===== src/rtl/ipa_pkg.sv =====
package ipa_pkg;
  localparam int CODE_W    = 4;
  localparam int NSRC      = 9;
  localparam int NORD      = 8;
  localparam int CODE_RSVD = 5;
  localparam int CODE_IRQ  = 6;

  // position p of the fixed order -> source code
  function automatic logic [CODE_W-1:0] order_code(input int p);
    if (p < 3) return CODE_W'(CODE_IRQ + p);
    else       return CODE_W'(p - 3);
  endfunction

  function automatic logic is_src(input int c);
    return (c < NSRC) && (c != CODE_RSVD);
  endfunction
endpackage


===== src/rtl/ipa_select_reg.sv =====
module ipa_select_reg
  import ipa_pkg::*;
#(
  parameter int W         = CODE_W,
  parameter int RESET_VAL = CODE_RSVD
) (
  input  logic         clk,
  input  logic         rst,
  input  logic         imask,
  input  logic         wr_en,
  input  logic [W-1:0] wr_data,
  output logic [W-1:0] sel_q
);
  always_ff @(posedge clk) begin
    if (rst)                sel_q <= W'(RESET_VAL);
    else if (wr_en && imask) sel_q <= wr_data;
  end

  a_r1_reset_value: assert property (@(posedge clk)
    rst |=> sel_q == W'(RESET_VAL));
  a_r2_write_taken: assert property (@(posedge clk) disable iff (rst)
    (wr_en && imask) |=> sel_q == $past(wr_data));
  a_r3_write_dropped: assert property (@(posedge clk) disable iff (rst)
    (wr_en && !imask) |=> $stable(sel_q));
endmodule


===== src/rtl/ipa_promote_decode.sv =====
module ipa_promote_decode
  import ipa_pkg::*;
#(
  parameter int W = CODE_W
) (
  input  logic [W-1:0] sel,
  output logic [W-1:0] prom
);
  always_comb begin
    if (is_src(int'(sel))) prom = sel;
    else                   prom = W'(CODE_IRQ);
  end
endmodule


===== src/rtl/ipa_winner_arb.sv =====
module ipa_winner_arb
  import ipa_pkg::*;
#(
  parameter int W = CODE_W,
  parameter int N = NSRC
) (
  input  logic         clk,
  input  logic         rst,
  input  logic [N-1:0] req,
  input  logic         imask,
  input  logic [W-1:0] prom,
  output logic         valid,
  output logic [W-1:0] winner
);
  logic [N-1:0] req_eff;
  logic [W-1:0] fixed_pick;

  for (genvar i = 0; i < N; i++) begin : g_mask
    if (is_src(i)) begin : g_src
      assign req_eff[i] = req[i];
    end else begin : g_rsvd
      assign req_eff[i] = 1'b0;
    end
  end

  always_comb begin
    fixed_pick = '0;
    for (int p = NORD - 1; p >= 0; p--) begin
      if (req_eff[order_code(p)]) fixed_pick = order_code(p);
    end
  end

  assign valid  = !imask && (|req_eff);
  assign winner = !valid            ? '0   :
                  req_eff[prom]     ? prom : fixed_pick;

  a_r5_promoted_wins: assert property (@(posedge clk) disable iff (rst)
    (!imask && req[prom]) |-> winner == prom);
  a_r8_winner_pending: assert property (@(posedge clk) disable iff (rst)
    valid |-> (req[winner] && winner != W'(CODE_RSVD)));
endmodule


===== src/rtl/irq_promote_arbiter.sv =====
module irq_promote_arbiter
  import ipa_pkg::*;
#(
  parameter int W         = CODE_W,
  parameter int N         = NSRC,
  parameter int RESET_SEL = CODE_RSVD
) (
  input  logic         clk,
  input  logic         rst,
  input  logic [N-1:0] req_i,
  input  logic         imask_i,
  input  logic         wr_en_i,
  input  logic [W-1:0] wr_data_i,
  output logic [W-1:0] sel_o,
  output logic         valid_o,
  output logic [W-1:0] winner_o
);
  logic [W-1:0] prom;

  ipa_select_reg #(.W(W), .RESET_VAL(RESET_SEL)) u_sel (
    .clk(clk), .rst(rst), .imask(imask_i), .wr_en(wr_en_i),
    .wr_data(wr_data_i), .sel_q(sel_o)
  );

  ipa_promote_decode #(.W(W)) u_dec (.sel(sel_o), .prom(prom));

  ipa_winner_arb #(.W(W), .N(N)) u_arb (
    .clk(clk), .rst(rst), .req(req_i), .imask(imask_i), .prom(prom),
    .valid(valid_o), .winner(winner_o)
  );

  a_r4_masked_quiet: assert property (@(posedge clk) disable iff (rst)
    imask_i |-> (!valid_o && winner_o == '0));
  a_r6_reserved_irq: assert property (@(posedge clk) disable iff (rst)
    (!imask_i && req_i[CODE_IRQ] && !is_src(int'(sel_o))) |-> winner_o == W'(CODE_IRQ));
endmodule


===== config.mk =====
export PLATFORM = sky130hd
export DESIGN_NAME = irq_promote_arbiter
export DESIGN_NICKNAME = d
export VERILOG_FILES = /design/src/rtl/ipa_pkg.sv /design/src/rtl/ipa_select_reg.sv /design/src/rtl/ipa_promote_decode.sv /design/src/rtl/ipa_winner_arb.sv /design/src/rtl/irq_promote_arbiter.sv
export SDC_FILE = /design/constraint.sdc
export NUM_CORES = 1
export LEC_CHECK = 0
export ABC_AREA = 1
export ABC_CLOCK_PERIOD_IN_PS = 2300
export BUFFER_PORTS_ARGS = -buffer_cell sky130_fd_sc_hd__buf_2
export CORE_MARGIN = 1
export CORE_UTILIZATION = 25
export DETAILED_ROUTE_END_ITERATION = 7
export PLACE_DENSITY_LB_ADDON = 0.08
export SLEW_MARGIN = 40
export SYNTH_ARGS = -nofsm -noshare
export SYNTH_HDL_FRONTEND = slang
export SYNTH_HIERARCHICAL = 1
export SYNTH_SLANG_ARGS = --single-unit

===== constraint.sdc =====
create_clock -name clk -period 2.3 [get_ports clk]
set_input_delay 0.23 -clock clk [delete_from_list [all_inputs] [get_ports clk]]
set_output_delay 0.23 -clock clk [all_outputs]
set_load 0.03 [all_outputs]

==> results.ini <==
[run_status]
status = finished clean

[timing]
fin_setup_tns_ps = 0
final.period_utilization_pct = 90.40
fmax_mhz = 481.0
slew_viol_final = 0
period_needed_ps = 2079
slew_headroom_pct = 83.36
hold_slack_ps = 223.6
tightestPinTransition_ps = 248.2
setup_viol = 0
final_hold_viol_count = 0
worst_clock_skew_ps = 0
rsz0062_at_grt = false

[global_routing]
grt_max_degree = 7
grt_pass1_wl_um = 1945
grtUsageTotal_pct = 12.59
overflow = 0
grt_pass1_vias = 483
antenna_found_initial = 0

[die]
dieArea_um2 = 2206
rows = 15
io_pins = 26
initial_core_util_pct = 28.06
core_um2 = 1802
die_width_um = 46.97
die_h_um = 46.97

[clock_tree]
clk-insertion-delay-late_ps = 230
root_buffer = clkbuf_4
clk_pin_slew_ps = 40
numCtsBuffers = 3
cts.sinks = 4
hold_buffers = 0
cts_tree = yes
ctsResizeCount = 0
htreeDepth = 1
cts_max_path_buffers = 2
post_cts_buffers = 0

[drt]
vias = 619
dr.pass1.iters = 3
drt-total-wl_um = 1276
drcViolationCount = 0
wire_per_inst_um = 8.986
first_iter_violations = 6
final_antenna_net_count = 0
drt-vias-per-instance = 4.359

[worst_setup_path]
slowest_delay_ps = 390
cp.buffers_inverters = 4
cp-end-kind = primary output
cp_slowest_cell = dfxtp_1
cp_top_family = simple AND/OR/NAND/NOR gates
cp.arrival_ps = 1850
crit_cells = 13
crit_type = reg -> out
crit_chain = inv_1, nand3_2, nand3_2, inv_1, nand3_1, nand2_1, clkinv_1, nand2_2, nand3_4, nand3_1, nand2_1, nor2_1, clkbuf_4
reg2reg_slack_ps = 1630
timing.rr.start = u_sel/sel_q[1]$_SDFFE_PP0P_
r2r_end = u_sel/sel_q[1]$_SDFFE_PP0P_
critPathMaxFanout = 6
worstPathRequired_ps = 2070
r2r_cells = 4
start_kind = flop

[yosys]
ys_seq_area_share_pct = 15.84
yosysUniqueCellTypes = 20
ys_seq_elements = 4
avgSynthCellArea_um2 = 5.617
synth_fp_nets = 107
netlist_area_um2 = 505.5
ys_warn_count = 6
synth_cells = 90

[pwr]
leakagePower_uw = 0.0004123
p_per_area_nw_per_um2 = 472.7
ir_drop_uv = 220.5

[cells_and_area]
multi_input_area_um2 = 347.8
final_cell_mix = 23 x buf_2, 20 x nand2_1, 14 x inv_1
seqCellArea_um2 = 81.33
top_register = u_sel/sel_q
fill_cells = 221
largestRegisters = u_sel/sel_q x4
diodes = 0
largest_register_ffs = 4
layout.nets = 136
syn2layout_area_growth_pct = 36.14
final_common_cell = buf_2
drive_gt1_share_pct = 39.32

[worst_hold_path]
hold_path_depth = 3
min_path_type = in -> reg
worstHoldEndpoint = u_sel/sel_q[1]$_SDFFE_PP0P_
hold_start = wr_data_i[1]

[placed_design]
numPortBuffers = 24
routabilityCongestion = 0.6945
hpwl_um = 1073

[run]
drv_cap = 0

## how the worst max path moves through the flow
stage | from | slack, ps | to
after floorplan | u_sel/sel_q[1]$_SDFFE_PP0P_ | 190 | winner_o[0]
after global placement | u_sel/sel_q[2]$_SDFFE_PP1P_ | 420 | winner_o[2]
after detailed placement | u_sel/sel_q[1]$_SDFFE_PP0P_ | 400 | winner_o[0]
after CTS | u_sel/sel_q[1]$_SDFFE_PP0P_ | 150 | winner_o[2]
after global routing | u_sel/sel_q[1]$_SDFFE_PP0P_ | 10 | winner_o[2]
final | u_sel/sel_q[1]$_SDFFE_PP0P_ | 220 | winner_o[2]
## logic make-up (layout without fill, tap and decap cells)
logic type	Yosys count	after routing	share of synthesized area, %
flip-flops	4	4	15.84
buffers and inverters	22	49	16.33
AND/OR/NAND/NOR	54	54	53.47
AO/OA/AOI/OAI	10	10	14.36
## layout make-up
type	count	area share, %
multi-input combinational	64	50.55
tap	25	4.545
inverter	22	12.00
sequential	4	11.82
clock buffer	3	3.273
timing repair buffer	24	17.82
## metrics by stage
step | total power [uW] | util [%] | setup slack [ps] | instance area, um2 | instances
5_1_grt | 356.4 | 38.19 | 13.99 | 688.2 | 142
6_report | 325.3 | 38.19 | 220.9 | 688.2 | 142
3_3_place_gp | 237.6 | 36.46 | 418.2 | 656.9 | 139
4_1_cts | 328.4 | 37.71 | 147.8 | 679.4 | 142
2_1_floorplan | 193.2 | - | 189.1 | 505.5 | 90
3_5_place_dp | 239.0 | 36.46 | 403.0 | 656.9 | 139
## tightest hold or removal path, cell delays in order
cell	delay, ps
buf_2	80
nor2_1	30
nor2_1	80
## per-layer routing
metal	wire, um	global-route usage, %	vias to the layer above
met5	0	0	-
met4	0	6.857	0
met3	44	1.154	0
met2	593	20.00	13
met1	638	16.74	266
li1	-	-	340
## report_power, final
part | internal [uW] | leakage [uW] | switching [uW] | total [uW]
Clock | 58.3 | 0.0000138 | 27.0 | 85.2
Sequential | 74.8 | 0.0000328 | 5.79 | 80.6
Combinational | 55.4 | 0.000366 | 104 | 159
Total | 189 | 0.000412 | 137 | 325
## cells in the mapped netlist (all sizes together)
master | n | area share (%)
nand2 | 23 | 19
inv | 21 | 16
nand3 | 17 | 21
nor2 | 9 | 7.2
a21oi | 5 | 5.7
dfxtp | 4 | 16
nor3 | 3 | 4.0
o21ai | 3 | 3.0
nand4 | 2 | 2.5
a31oi | 1 | 4.2
clkinv | 1 | 0.74
o211ai | 1 | 1.5
Power figures use the tool's default switching activity.
